## config.mk

```make
export PLATFORM = sky130hd
export DESIGN_NAME = irq_funnel
export DESIGN_NICKNAME = d
export VERILOG_FILES = /design/src/rtl/irqf_pkg.sv /design/src/rtl/irqf_lowest.sv /design/src/rtl/irqf_maps.sv /design/src/rtl/irq_funnel.sv
export SDC_FILE = /design/constraint.sdc
export NUM_CORES = 1
export LEC_CHECK = 0
export BUFFER_PORTS_ARGS = -buffer_cell sky130_fd_sc_hd__buf_2
export CORE_MARGIN = 5
export CORE_UTILIZATION = 63
export CTS_BUF_LIST = sky130_fd_sc_hd__clkbuf_8
export CTS_CLUSTER_SIZE = 24
export DETAILED_ROUTE_END_ITERATION = 10
export PLACE_DENSITY = 0.89
export SYNTH_ARGS = -nofsm -noshare
export SYNTH_HDL_FRONTEND = slang
export SYNTH_SLANG_ARGS = --single-unit
export TNS_END_PERCENT = 20
```

## constraint.sdc

```tcl
create_clock -name clk -period 7.8 [get_ports clk]
set_input_delay 1.56 -clock clk [delete_from_list [all_inputs] [get_ports clk]]
set_output_delay 1.56 -clock clk [all_outputs]
set_load 0.01 [all_outputs]
```

## src/rtl/irqf_pkg.sv

```systemverilog
package irqf_pkg;
  localparam int N_SLOT_REG = 8;
  localparam int SLOT_FAN   = 4;
  localparam int N_SLOT     = N_SLOT_REG * SLOT_FAN;
  localparam int N_BOARD    = 32;
  localparam int N_LINE     = N_SLOT + N_BOARD;
  localparam int NUM_W      = $clog2(N_LINE);
  localparam int AW         = 16;
  localparam int DW         = 32;

  typedef struct packed {
    logic             valid;
    logic [NUM_W-1:0] num;
  } req_t;

  // address windows: slot map 0x0C00-0x0C3F, board map 0x1000-0x10FF,
  // slot clear 0x1400-0x14FF, board clear 0x1800-0x18FF
  function automatic logic win_slot_map(input logic [AW-1:0] a);
    return a[15:6] == 10'h030;
  endfunction
  function automatic logic win_board_map(input logic [AW-1:0] a);
    return a[15:8] == 8'h10;
  endfunction
  function automatic logic win_slot_clr(input logic [AW-1:0] a);
    return a[15:8] == 8'h14;
  endfunction
  function automatic logic win_board_clr(input logic [AW-1:0] a);
    return a[15:8] == 8'h18;
  endfunction

  function automatic logic [DW-1:0] slot_fixed(input int i);
    return 32'((32'h1F << 6) | (i << 2));
  endfunction
  function automatic logic [DW-1:0] board_fixed(input int i);
    return 32'(((32'h1F << 6) | 32'h20) + i);
  endfunction
endpackage

```

## src/rtl/irqf_lowest.sv

```systemverilog
module irqf_lowest #(
  parameter int W  = 64,
  parameter int IW = 6
) (
  input  logic [W-1:0]  vec,
  output logic          found,
  output logic [IW-1:0] idx
);
  always_comb begin
    idx = '0;
    for (int i = W - 1; i >= 0; i--) begin
      if (vec[i]) idx = IW'(i);
    end
    found = |vec;
  end
endmodule

```

## src/rtl/irqf_maps.sv

```systemverilog
module irqf_maps
  import irqf_pkg::*;
(
  input  logic              clk,
  input  logic              rst_n,
  input  logic              wr_en,
  input  logic [AW-1:0]     addr,
  input  logic [DW-1:0]     wdata,
  output logic [N_LINE-1:0] line_en,
  output logic [N_LINE-1:0] line_en_nx,
  output logic [DW-1:0]     rdata
);
  localparam int SI_W = $clog2(N_SLOT_REG);
  localparam int BI_W = $clog2(N_BOARD);

  logic [N_SLOT_REG-1:0] slot_en_q, slot_en_d;
  logic [N_BOARD-1:0]    board_en_q, board_en_d;
  logic [SI_W-1:0]       s_idx;
  logic [BI_W-1:0]       b_idx;

  assign s_idx = addr[3 +: SI_W];
  assign b_idx = addr[3 +: BI_W];

  always_comb begin
    slot_en_d  = slot_en_q;
    board_en_d = board_en_q;
    if (wr_en && win_slot_map(addr))  slot_en_d[s_idx]  = wdata[31];
    if (wr_en && win_board_map(addr)) board_en_d[b_idx] = wdata[31];
  end

  always_ff @(posedge clk or negedge rst_n) begin
    if (!rst_n) begin
      slot_en_q  <= '0;
      board_en_q <= '0;
    end else begin
      slot_en_q  <= slot_en_d;
      board_en_q <= board_en_d;
    end
  end

  for (genvar g = 0; g < N_SLOT; g++) begin : g_slot_line
    assign line_en[g]    = slot_en_q[g / SLOT_FAN];
    assign line_en_nx[g] = slot_en_d[g / SLOT_FAN];
  end
  for (genvar g = 0; g < N_BOARD; g++) begin : g_board_line
    assign line_en[N_SLOT + g]    = board_en_q[g];
    assign line_en_nx[N_SLOT + g] = board_en_d[g];
  end

  always_comb begin
    rdata = '0;
    if (win_slot_map(addr))
      rdata = {slot_en_q[s_idx], slot_fixed(int'(s_idx))[30:0]};
    else if (win_board_map(addr))
      rdata = {board_en_q[b_idx], board_fixed(int'(b_idx))[30:0]};
  end

  logic unused_bits;
  assign unused_bits = ^{wdata[30:0], addr[2:0]};
endmodule

```

## src/rtl/irq_funnel.sv

```systemverilog
module irq_funnel
  import irqf_pkg::*;
(
  input  logic              clk,
  input  logic              rst_n,
  input  logic [63:0]       irq_in,
  input  logic              acc_wr_en,
  input  logic [15:0]       acc_addr,
  input  logic [31:0]       acc_wdata,
  output logic [31:0]       acc_rdata,
  output logic              req_valid,
  output logic [5:0]        req_num
);
  logic [N_LINE-1:0] pend_q, prev_q;
  logic [N_LINE-1:0] line_en, line_en_nx;
  req_t              req_q, req_d;

  irqf_maps i_maps (
    .clk(clk), .rst_n(rst_n), .wr_en(acc_wr_en), .addr(acc_addr),
    .wdata(acc_wdata), .line_en(line_en), .line_en_nx(line_en_nx),
    .rdata(acc_rdata)
  );

  // enabled slot lines that rose this cycle
  logic [N_SLOT-1:0] slot_rise;
  logic              rs_found, sc_found;
  logic [NUM_W-1:0]  rs_idx, sc_idx;

  assign slot_rise = pend_q[N_SLOT-1:0] & ~prev_q[N_SLOT-1:0] & line_en_nx[N_SLOT-1:0];

  irqf_lowest #(.W(N_SLOT), .IW(NUM_W)) i_rise_pick (
    .vec(slot_rise), .found(rs_found), .idx(rs_idx)
  );
  irqf_lowest #(.W(N_LINE), .IW(NUM_W)) i_scan_pick (
    .vec(pend_q & line_en_nx), .found(sc_found), .idx(sc_idx)
  );

  logic own_slot, own_board, clear_hit;
  assign own_slot  = req_q.valid && !req_q.num[5];
  assign own_board = req_q.valid && req_q.num[5];

  always_comb begin
    clear_hit = 1'b0;
    if (acc_wr_en) begin
      if (win_slot_clr(acc_addr) && own_slot && req_q.num[4:2] == acc_addr[7:5])
        clear_hit = 1'b1;
      if (win_board_clr(acc_addr) && own_board && req_q.num[4:0] == acc_addr[7:3])
        clear_hit = 1'b1;
      if (win_slot_map(acc_addr) && !acc_wdata[31] && own_slot &&
          req_q.num[4:2] == acc_addr[5:3])
        clear_hit = 1'b1;
      if (win_board_map(acc_addr) && !acc_wdata[31] && own_board &&
          req_q.num[4:0] == acc_addr[7:3])
        clear_hit = 1'b1;
    end
  end

  always_comb begin
    req_d = req_q;
    if (clear_hit) req_d.valid = 1'b0;
    if (rs_found) begin
      req_d.valid = 1'b1;
      req_d.num   = rs_idx;
    end else if (!req_d.valid && sc_found) begin
      req_d.valid = 1'b1;
      req_d.num   = sc_idx;
    end
  end

  always_ff @(posedge clk or negedge rst_n) begin
    if (!rst_n) begin
      pend_q <= '0;
      prev_q <= '0;
      req_q  <= '0;
    end else begin
      pend_q <= irq_in;
      prev_q <= pend_q;
      req_q  <= req_d;
    end
  end

  assign req_valid = req_q.valid;
  assign req_num   = req_q.num;
endmodule

```

Yosys cells after proc, flatten, opt, wreduce, memory -nomap -nowiden:

Index checks and enable logic that the tools add are counted.

* word-level logic and storage cells: 163
* flip-flop bits (word level): 143
* output and inout bits: 39
* input bits: 115

* reductions and logical operators: 23
* equal/unequal tests: 7
* order comparisons: 4
* $add $sub $neg: 1
* muxes and demuxes: 118
* bitwise logic cells: 4

Operators by type and width (number)
* two-way mux 6 bit: 64
* two-way mux 5 bit: 32
* two-way mux 32 bit: 3
* bitwise AND 32 bit: 2
* bitwise AND 64 bit: 1
* OR reduction 64 bit: 1
* bitwise mux 32 bit: 1
* NOT 32 bit: 1
* OR reduction 32 bit: 1
* == test 8 x 5 -> 1 bit (second input constant): 3
* logical AND 1 bit: 17
* two-way mux 7 bit: 2
* adder 11 x 5 -> 12 bit (first input constant): 1
* == test 10 x 6 -> 1 bit (second input constant): 1
* two-way mux 1 bit: 10
* bitwise mux 8 bit: 1
* two-way mux 8 bit: 1
* == test 3 bit: 2
* less-than comparator 5 x 6 -> 1 bit (second input constant): 1
* binary-select mux 1 bit (select 5 bit): 1
* demux 1 bit (select 5 bit): 1
* == test 5 bit: 1
* >= comparator 5 x 1 -> 1 bit (second input constant): 1
* less-than comparator 3 x 4 -> 1 bit (second input constant): 1
* 5 further kinds: 7

Longest topological paths before layout:

Gate-level depths: netlist of the first run.

* depth after elaboration: 73
* mapped depth: 14
* depth with buffers taken out: 10

Modules after synthesis:

A second synthesis of the first run with hierarchy kept.

* cells, all modules: 752
* area, all modules: 7772.5 µm²

Modules (own cells, without submodules)
* irq_funnel: area each 3619.7 µm², seq. area each 2577.5 µm², cells each 262, instances 1
* irqf_maps: area each 2869.0 µm², seq. area each 1001.0 µm², cells each 278, instances 1
* irqf_lowest at i_scan_pick: area each 887.1 µm², seq. area each 0.0 µm², cells each 145, instances 1
* irqf_lowest at i_rise_pick: area each 396.6 µm², seq. area each 0.0 µm², cells each 67, instances 1

Least setup slack after synthesis of the first run:

OpenSTA, ideal clock, no wires.

* path type: input to output
* start: input port acc_addr[3]
* end: output port acc_rdata[31]
* arrival: 4.055 ns
* slack: 2.185 ns
* cell stages on the path: 9
* path buffers: 4
* cells stage by stage: buf_2 -> clkbuf_1 -> buf_2 -> buf_1 -> mux4_2 -> mux4_2 -> nand2_1 -> nand2_1 -> a22o_1

* word-level cells in the longest chain between the ends: 4
* elaborated cells between the ends (all ways): 6
* those cells by class: mux (6)

RTL lines
* from (decl): RTL line irq_funnel.sv:8 `input logic [15:0] acc_addr,`
* binary-select mux 1 bit (select 5 bit): RTL line irqf_maps.sv:55 `rdata = {board_en_q[b_idx], board_fixed(int'(b_idx))[30:0]};`
* two-way mux 1 bit (implied by the code): RTL line irqf_maps.sv:55
* two-way mux 32 bit: RTL line irqf_maps.sv:54 `else if (win_board_map(addr))`
* two-way mux 32 bit (*): RTL line irqf_maps.sv:52 `if (win_slot_map(addr))`
* to (decl): RTL line irq_funnel.sv:10 `output logic [31:0] acc_rdata,`

Every way passes the cells marked *; elsewhere a longest branch is shown, timed or not. The select of a mux whose other input is x is not followed.

Worst setup path in the final report of the first run:

Ends and elaborated chain as after synthesis.

==> results.md, run 1 <==
* Gr usage total at 26.68%
* Nets at 1027
* Inserted Clock Buffers at 17
* Root Buffer: clkbuf_8
* Syn avg cell area at 10.19 um^2
* Most frequent cells in the layout: 143 x dfrtp_1, 101 x nand2_1, 98 x buf_2
* Post-layout minimum cycle time at 5.506 ns
* Slowest stage delay, CP at 0.65 ns
* Critical Path Source Type: primary input
* Clock Path Buffers at 2
* Wirelength, routed at 21.17 mm
* Vias in the first global route at 6645
* Slowest-stage cell, CP: buf_2
* Top delay family on crit path: multiplexers
* Fillcell total at 1021
* Antenna violations before repair at 0
* Commonest non-fill, non-tap cell in the layout: dfrtp_1
* CP Buf/Inv Count at 2
* Gr ovfl total at 0
* FF-to-FF Start: req_num[0]
* H-tree depth at 4
* Final Hold Vio Count at 0
* Final-report max-slew violation count at 0
* Adder-cell area share of the yosys netlist at 0%
* Reg2reg setup slack at 4.61 ns
* Post-layout util at 70.71%
* Crit path required time at 6.24 ns
* DP Wirelength at 15.18 mm
* Share of layout cells above drive strength 1 at 25.41%
* Ant. Diodes at 0
* Switch share at 26.14%
* Pleak at 4.037 nW
* Synth Area in XOR/XNOR at 0.8271%
* NetSw at 403.0 uW
* Overall die width at 126.0 um
* Clk slew on worst S/H paths at 0.07 ns
* Compound-gate portion of the synthesized area at 13.60%
* Row count at 42
* PwrDens at 165.3 mW/mm^2
* Cells along the critical path: buf_2 > mux4_2 > mux4_2 > nand2_1 > nand2_1 > a22o_1 > buf_2
* Sequential cell area at 0.003578 mm^2
* Port bufs at 99
* Drt drc at 0
* Clk_lat worst skew at 0.46 ns
* Hold Path Class: reg2reg
* VDD IR max at 0.0001495 V
* Die Y at 126.0 um
* P_int at 1.139 mW
* DR WL/cell at 19.23 um
* Initial core utilization at 64.23%
* Post-Synth Simple-Gate Area at 25.54%
* Placed instance count at 1069
* Post-synth ARST share at 100.0%
* Skew final at 0.01420 ns
* Pin count of the biggest net entering global routing at 82
* CTS resizes at 0
* Mapped cell area at 0.008472 mm^2
* Cts hold-fix bufs at 0
* Hold_sp: pend_q[3]
* Kind of critical path: in2out
* Sequential share of power at 51.7%
* Outcome: complete, no violations
* Maxcap violations at 0
* Worst Hold Depth at 0
* Final TNS setup at 0 ns
* Netlist cell types at 79
* Synth Warn # at 0
* Drt initial violations at 862
* Io pins at 154
* Max Fclk at 0.1816 GHz
* Final worst-path cycle share at 70.59%
* Crit-path max FO at 38
* Top_reg_cell synth: dfrtp_1
* Worst-Margin Slew at 0.9768 ns
* Die Area at 0.01587 mm^2
* Vias/cell at 6.357
* RSZ-0062 raised after global routing: no
* Logic gate share of total power at 9.5%
* Worst R2R End: req_num[0]
* R2R depth at 9
* Sequential share of the synthesized area at 42.24%
* Crit path arrival time at 3.95 ns
* GPL Wtd Cong at 0.9638
* Slew headroom at 34.88%
* Min-Delay Endpoint: prev_q[3]
* Flop and latch count out of synthesis at 143
* EDFF count, synth at 0
* Main combinational cell family by area after synthesis: simple AND/OR/NAND/NOR gates
* Post-Layout Cell Count at 1101
* Clock share of power at 38.8%
* Core box area at 0.01319 mm^2
* Antenna Violating Nets Remaining at 0
* Area grow syn2layout at 10.09%
* Post-Syn Instances at 831
* First-pass GRT wire length at 34.07 mm
* Footprint of the multi-input gates at 0.004517 mm^2
* Crit. End Element: output port
* CTS Sinks at 143
* Vias at 6999
* CTS tree: done
* Setup bufs post-CTS at 0
* Multiplexer share of the synthesized area at 12.45%
* DRT Pass-1 Iters at 6
* Setup Viol. Count Final at 0
[metrics by stage]
step           instance area (um^2)  hold WS [ns]  setup WS, ns  power, mW
4_1_cts                        9326        0.4303         2.321      1.551
2_1_floorplan                  8543        0.3744         2.185     0.8991
5_1_grt                        9326        0.4393         2.079      1.602
6_report                       9326        0.4265         2.294      1.542
3_5_place_dp                   8922        0.4037         2.088     0.9538
3_3_place_gp                   8922        0.3982         2.164     0.9495
[worst register-to-register path: stages, from the launching register on]
cell	delay, ns
dfrtp_1	0.42
xnor2_1	0.16
a41oi_1	0.15
nor4_1	0.31
a31oi_1	0.07
o31ai_1	0.69
nand3_1	0.24
nor4b_1	0.53
o311ai_0	0.37
nand3_1	0.18
[worst max-delay path by stage]
stage                     start       endpoint  depth (start not counted)
floorplan           acc_addr[3]  acc_rdata[31]                          9
global placement    acc_addr[3]     req_num[0]                         10
global route        acc_addr[3]     req_num[0]                         10
detailed placement  acc_addr[3]     req_num[0]                         10
CTS                 acc_addr[3]  acc_rdata[31]                          7
finish              acc_addr[3]  acc_rdata[31]                          7
[cell type report]
cell class / instances / area share (%)
inverter: 20 / 0.8049
timing repair buffer: 103 / 5.702
tap: 176 / 2.361
sequential: 143 / 38.37
clock buffer: 17 / 2.509
clock inverter: 15 / 1.825
multi-input combinational: 627 / 48.43
[per-layer routing]
layer  up-vias  global-route usage (%)  part of all wire [%]
met1      3370                   39.21                    44
li1       3195                       -                     -
met3        37                   6.647                    10
met4         0                   8.202                   1.5
met2       397                   39.41                    44
met5         -                       0                     0
[synth_stat cells, types with 13 or more instances]
cell,n,area (um^2)
nand3_1,13,65.06
o21ai_0,30,150.1
clkbuf_1,17,63.81
mux2_2,43,484.2
nor4_2,24,300.3
nand2_1,101,379.1
nor2b_1,32,200.2
inv_1,20,75.07
mux2i_1,30,300.3
nor4_1,15,93.84
a21oi_1,41,205.2
nand2b_1,14,87.58
nor2_1,60,225.2
dfrtp_1,143,3578
buf_4,29,217.7
[logic make-up after synthesis]
| family | Yosys count |
|---|---|
| compound gates | 166 |
| mux | 85 |
| buf+inv | 80 |
| simple gates | 348 |
| other cells | 1 |
| xor+xnor | 8 |
| flops | 143 |
[power groups by stage]
stage	Combinational (mW)	Sequential (mW)	Clock, mW
6_report	0.146	0.797	0.599
5_1_grt	0.162	0.801	0.639
4_1_cts	0.145	0.796	0.610
3_5_place_dp	0.143	0.810	0
3_3_place_gp	0.140	0.810	0
2_1_floorplan	0.0942	0.805	0
[flip-flops by register name, indices dropped and copies added (netlist names)]
| register | cells |
|---|---|
| i_maps.board_en_q | 32 |
| i_maps.slot_en_q | 8 |
| pend_q | 64 |
| prev_q | 32 |
| req_num | 6 |
| req_valid | 1 |
No activity file was read; power rests on OpenSTA's default activity.
==> inputs of run 2 (changes only) <==
--- a/config.mk
+++ b/config.mk
@@ -7,11 +7,11 @@
 export LEC_CHECK = 0
 export BUFFER_PORTS_ARGS = -buffer_cell sky130_fd_sc_hd__buf_2
 export CORE_MARGIN = 5
-export CORE_UTILIZATION = 63
+export CORE_UTILIZATION = 58
 export CTS_BUF_LIST = sky130_fd_sc_hd__clkbuf_8
 export CTS_CLUSTER_SIZE = 24
 export DETAILED_ROUTE_END_ITERATION = 10
-export PLACE_DENSITY = 0.89
+export PLACE_DENSITY = 0.83
 export SYNTH_ARGS = -nofsm -noshare
 export SYNTH_HDL_FRONTEND = slang
 export SYNTH_SLANG_ARGS = --single-unit
==> constraint.sdc (replaced) <==
create_clock -name clk -period 5.51 [get_ports clk]
set_input_delay 1.102 -clock clk [delete_from_list [all_inputs] [get_ports clk]]
set_output_delay 1.102 -clock clk [all_outputs]
set_load 0.01 [all_outputs]
==> run 2 against run 1 <==
  * Global-route usage decreased by 1.1 points
  * Routed wire length increased by 0.65%
  * Cell count increased by 1.5%
  * Die area increased by 7.9%
  * Worst hold slack got worse by 0.0088 ns
==> results.md, run 2 (same netlist as run 1, synthesis figures left out) <==
* Final-report max-slew violation count at 0
* Clk slew on worst S/H paths at 0.08 ns
* Pleak at 4.060 nW
* CTS Sinks at 143
* Clk_lat worst skew at 0.47 ns
* Most frequent cells in the layout: 143 x dfrtp_1, 101 x nand2_1, 98 x buf_2
* Maxcap violations at 0
* DR WL/cell at 19.06 um
* Crit path arrival time at 3.54 ns
* Initial core utilization at 58.74%
* Final Hold Vio Count at 0
* Vias at 7049
* Cts hold-fix bufs at 0
* Fillcell total at 1136
* Io pins at 154
* Nets at 1036
* Setup bufs post-CTS at 0
* Clock Path Buffers at 2
* Crit. End Element: output port
* Max Fclk at 0.2154 GHz
* Worst-Margin Slew at 0.9654 ns
* Row count at 44
* Largest registers: pend_q (64), i_maps.board_en_q (32), prev_q (32)
* Critical Path Source Type: primary input
* H-tree depth at 4
* CTS resizes at 0
* Die Y at 130.9 um
* Gr usage total at 25.54%
* Vias/cell at 6.305
* Gr ovfl total at 0
* Crit path required time at 4.41 ns
* Antenna Violating Nets Remaining at 0
* PwrDens at 232.3 mW/mm^2
* Outcome: complete, no violations
* CTS tree: done
* VDD IR max at 0.0002003 V
* Slew headroom at 35.64%
* DRT Pass-1 Iters at 5
* GPL Wtd Cong at 1.012
* Vias in the first global route at 6535
* Drt initial violations at 713
* Ant. Diodes at 0
* Max reg flops at 64
* Post-layout minimum cycle time at 4.643 ns
* DP Wirelength at 15.46 mm
* Overall die width at 130.9 um
* Area grow syn2layout at 11.00%
* Inserted Clock Buffers at 17
* Overall Power at 2.184 mW
* Setup Viol. Count Final at 0
* Biggest register: pend_q
* Footprint of the multi-input gates at 0.004517 mm^2
* Pin count of the biggest net entering global routing at 107
* Placed instance count at 1086
* Final TNS setup at 0 ns
* RSZ-0062 raised after global routing: no
* Reg2reg setup slack at 2.79 ns
* Kind of critical path: in2out
* Port bufs at 99
* Hold Path Class: reg2reg
* First-pass GRT wire length at 33.99 mm
* Wirelength, routed at 21.31 mm
* Die Area at 0.01712 mm^2
* Sequential cell area at 0.003578 mm^2
* Post-Layout Cell Count at 1118
* Commonest non-fill, non-tap cell in the layout: dfrtp_1
* Final worst-path cycle share at 84.27%
* Drt drc at 0
* Root Buffer: clkbuf_8
* Share of layout cells above drive strength 1 at 26.55%
* Core box area at 0.01442 mm^2
* Crit-path max FO at 23
* Antenna violations before repair at 0
* Skew final at 0.008907 ns
## run 2: layout make-up
cell class              count  share of cell area, %
well taps                 184                  2.448
clock inverters            14                  1.663
repair buffers            112                  6.373
inverters                  20                 0.7983
multi-input cells         627                  48.03
flip-flops and latches    143                  38.05
clock buffers              18                  2.634
## run 2: metal layers
layer,global-route usage [%],part of all wire (%)
met1,37.94,45
met2,37.56,44
met3,5.285,9.3
met4,8.530,2.0
met5,0,0
## run 2: where the power goes
group / switching, mW / leakage, nW / internal, mW
clock network: 0.427 / 0.198 / 0.421
registers: 0.0367 / 1.76 / 1.09
logic: 0.131 / 2.10 / 0.0776
## run 2: critical path, stage by stage
cell	delay (ns)
buf_2	0.42
buf_4	0.34
mux4_2	0.58
mux4_2	0.54
nand2_1	0.10
nand2_1	0.07
a22o_1	0.23
buf_2	0.14
## run 2: stage by stage
| step | worst slack [ns] | instance area, um^2 | utilization [%] | hold slack [ns] |
|---|---|---|---|---|
| 6_report | 0.8668 | 9404 | 65.20 | 0.4177 |
| 5_1_grt | 0.7688 | 9404 | 65.20 | 0.4246 |
| 4_1_cts | 0.8978 | 9404 | 65.20 | 0.4199 |
| 3_5_place_dp | 0.6531 | 9000 | 62.40 | 0.3985 |
| 3_3_place_gp | 0.6701 | 9000 | 62.40 | 0.3952 |
| 2_1_floorplan | 0.8107 | 8543 | - | 0.3744 |
## run 2: final timing paths
| check | from | to | depth (start not counted) |
|---|---|---|---|
| worst max-delay path | acc_addr[3] | acc_rdata[31] | 8 |
| worst min-delay path | pend_q[1] | prev_q[1] | 0 |
| worst max register to register | i_maps.slot_en_q[1] | req_num[0] | 8 |
| worst min register to register | pend_q[1] | prev_q[1] | 0 |
| max in group asynchronous | rst_n | i_maps.board_en_q[10] | 2 |
| min in group asynchronous | rst_n | i_maps.board_en_q[29] | 1 |
==> inputs of run 3 (changes only) <==
--- a/config.mk
+++ b/config.mk
@@ -5,13 +5,14 @@
 export SDC_FILE = /design/constraint.sdc
 export NUM_CORES = 1
 export LEC_CHECK = 0
+export ABC_AREA = 1
 export BUFFER_PORTS_ARGS = -buffer_cell sky130_fd_sc_hd__buf_2
 export CORE_MARGIN = 5
-export CORE_UTILIZATION = 58
+export CORE_UTILIZATION = 56
 export CTS_BUF_LIST = sky130_fd_sc_hd__clkbuf_8
 export CTS_CLUSTER_SIZE = 24
 export DETAILED_ROUTE_END_ITERATION = 10
-export PLACE_DENSITY = 0.83
+export PLACE_DENSITY = 0.82
 export SYNTH_ARGS = -nofsm -noshare
 export SYNTH_HDL_FRONTEND = slang
 export SYNTH_SLANG_ARGS = --single-unit
==> constraint.sdc (replaced) <==
create_clock -name clk -period 4.7 [get_ports clk]
set_input_delay 0.94 -clock clk [delete_from_list [all_inputs] [get_ports clk]]
set_output_delay 0.94 -clock clk [all_outputs]
set_load 0.01 [all_outputs]
==> run 3 against run 2 <==
  * The flow now finishes with violations (setup timing)
  * Total power increased by 21%
  * Synthesized cell count did not move
  * Routed wire length decreased by 22%
  * Largest power group unchanged
  * Highest routed layer unchanged
==> results.md, run 3 <==
* Sequential cell area at 0.003578 mm^2
* Footprint of the multi-input gates at 0.002821 mm^2
* Hold_sp: pend_q[25]
* Area grow syn2layout at 24.45%
* Top_reg_cell synth: dfrtp_1
* Crit. End Element: flop
* Most common cell in the synthesized netlist: nand2_1
* Final worst-path cycle share at 104.3%
* Pin count of the biggest net entering global routing at 120
* Final-report max-slew violation count at 0
* Io pins at 154
* Top delay family on crit path: simple AND/OR/NAND/NOR gates
* Overall Power at 2.637 mW
* Crit. Startpoint: acc_addr[3]
* Fillcell total at 911
* PwrDens at 306.1 mW/mm^2
* Crit-path most repeated cell: nand2_1
* Setup ws final at -0.2038 ns
* Die Area at 0.01469 mm^2
* Pleak at 4.717 nW
* DP Worst Slack at -0.5371 ns
* Min-Delay Endpoint: prev_q[25]
* Antenna violations before repair at 1
* Reg2reg setup slack at 0.40 ns
* FF-to-FF Start: i_maps.board_en_q[31]
* DR WL/cell at 13.83 um
* Gr ovfl total at 0
* Synth Warn # at 0
* Wirelength, routed at 16.71 mm
* Post-synth top area share at 51.68%
* Worst R2R End: req_num[0]
* Initial core utilization at 57.41%
* Final Hold Vio Count at 0
* Dpl cell area at 0.008063 mm^2
* Crit path required time at 5.08 ns
* Mapped cell area at 0.006924 mm^2
* Gr usage total at 23.61%
* Core box area at 0.01206 mm^2
* Inserted Clock Buffers at 17
* Cts hold-fix bufs at 0
* Post-route cell area at 0.008617 mm^2
* EDFF count, synth at 0
* Vias at 6109
* Nets at 1141
* Top post-synthesis cells by area: dfrtp_1 52%, nand2_1 15%, inv_1 4.6%
* Placed instance count at 1163
* CTS tree: done
* Critical Path Source Type: primary input
* DP Wirelength at 12.32 mm
* Post-synth ARST share at 100.0%
* Clock Path Buffers at 2
* Drt initial violations at 531
* Outcome: finished, violations left
* Row count at 40
* Yosys top cell by area: dfrtp_1
* Netlist cell types at 48
* Synth cell count leaders: 275 x nand2_1, 143 x dfrtp_1, 85 x inv_1
* Vias/cell at 5.057
* Hold Path Class: reg2reg
* R2R depth at 70
* First-pass GRT wire length at 27.03 mm
* Crit path arrival time at 5.29 ns
* Min Hold Slack at 0.4001 ns
* Kind of critical path: in2reg
* Failing checks: setup timing
* Share of layout cells above drive strength 1 at 26.37%
* Post-Syn Instances at 831
* Final TNS setup at -0.3281 ns
* Syn avg cell area at 8.332 um^2
* GPL Wtd Cong at 0.9885
* Crit-path max FO at 6
* VDD IR max at 0.0002657 V
* Slowest-stage cell, CP: buf_2
* Vias in the first global route at 5955
* Worst-Margin Slew at 1.050 ns
* CP Buf/Inv Count at 11
* Clk_lat worst skew at 0.47 ns
* Commonest non-fill, non-tap cell in the layout: nand2_1
* Drt drc at 0
* Sequential share of the synthesized area at 51.68%
* Skew final at 0.01346 ns
* RSZ-0062 raised after global routing: yes
* Maxcap violations at 0
* Most frequent cells in the layout: 270 x nand2_1, 143 x dfrtp_1, 96 x buf_2
* Root Buffer: clkbuf_8
* H-tree depth at 4
* Largest registers: pend_q (64), i_maps.board_en_q (32), prev_q (32)
* Biggest register: pend_q
* Clk slew on worst S/H paths at 0.08 ns
* Port bufs at 99
* Post-layout util at 71.44%
* Antenna Violating Nets Remaining at 0
* Die Y at 121.2 um
* Worst Hold Depth at 0
* Flop and latch count out of synthesis at 143
* Setup Viol. Count Final at 2
* Max reg flops at 64
* DRT Pass-1 Iters at 5
* Max Fclk at 0.2039 GHz
* Slew headroom at 29.99%
* Overall die width at 121.2 um
* Post-Layout Cell Count at 1208
* Slowest stage delay, CP at 0.23 ns
* Post-layout minimum cycle time at 4.904 ns
* CTS Sinks at 143
run 3: changes by cell type in the layout (fill, tap and decap cells not counted), moves of 12 or more:
cell / previous run / this run
a21oi_1: 41 / 6
buf_4: 13 / 91
inv_1: 20 / 83
inv_2: 0 / 13
mux2_2: 43 / 0
mux4_2: 12 / 0
nand2_1: 101 / 270
nand2_2: 0 / 12
nand2b_1: 14 / 0
nor2_1: 60 / 81
nor2b_1: 32 / 0
nor4_1: 15 / 2
nor4_2: 24 / 0
o22ai_1: 3 / 20
run 3: power breakdown:
part | switching, mW | internal (mW) | total [mW]
registers | 0.0525 | 1.29 | 1.35
logic | 0.170 | 0.129 | 0.299
clock network | 0.499 | 0.493 | 0.992
total | 0.721 | 1.92 | 2.64
run 3: how the worst max path moves through the flow:
stage | cells past startpoint | end
floorplan | 69 | req_num[0]
global placement | 71 | req_num[0]
detailed placement | 68 | req_num[0]
CTS | 71 | req_num[0]
global route | 73 | req_num[0]
finish | 42 | req_num[1]
run 3: cells by family (layout without fill, tap and decap cells):
kind of cell | Yosys count | after routing | synth area share (%)
other cells | 1 | 21 | 0.05416
buf+inv | 133 | 322 | 9.089
compound gates | 108 | 108 | 9.830
mux | 21 | 21 | 3.036
flops | 143 | 143 | 51.68
xor+xnor | 6 | 6 | 0.7589
simple gates | 419 | 419 | 25.55
run 3: what timing repair did:
action	CTS	global route
resized for setup	10	7
setup endpoints to repair	1	2
pin swaps	9	8
buffers inserted	10	2
run 3: metal layers:
layer	wire, um	vias to the layer above	GRT usage [%]
met4	548	0	11.48
met5	0	-	0
met3	1233	49	6.620
met1	7380	2833	31.12
li1	-	3013	-
met2	7543	214	36.09
run 3: layout make-up:
type / count / share of cell area (%)
Antenna cell: 1 / 0.02904
Clock buffer: 18 / 2.875
Clock inverter: 14 / 1.815
Inverter: 97 / 4.283
Multi-Input combinational cell: 574 / 32.74
Sequential cell: 143 / 41.53
Tap cell: 168 / 2.439
Timing Repair Buffer: 193 / 14.29
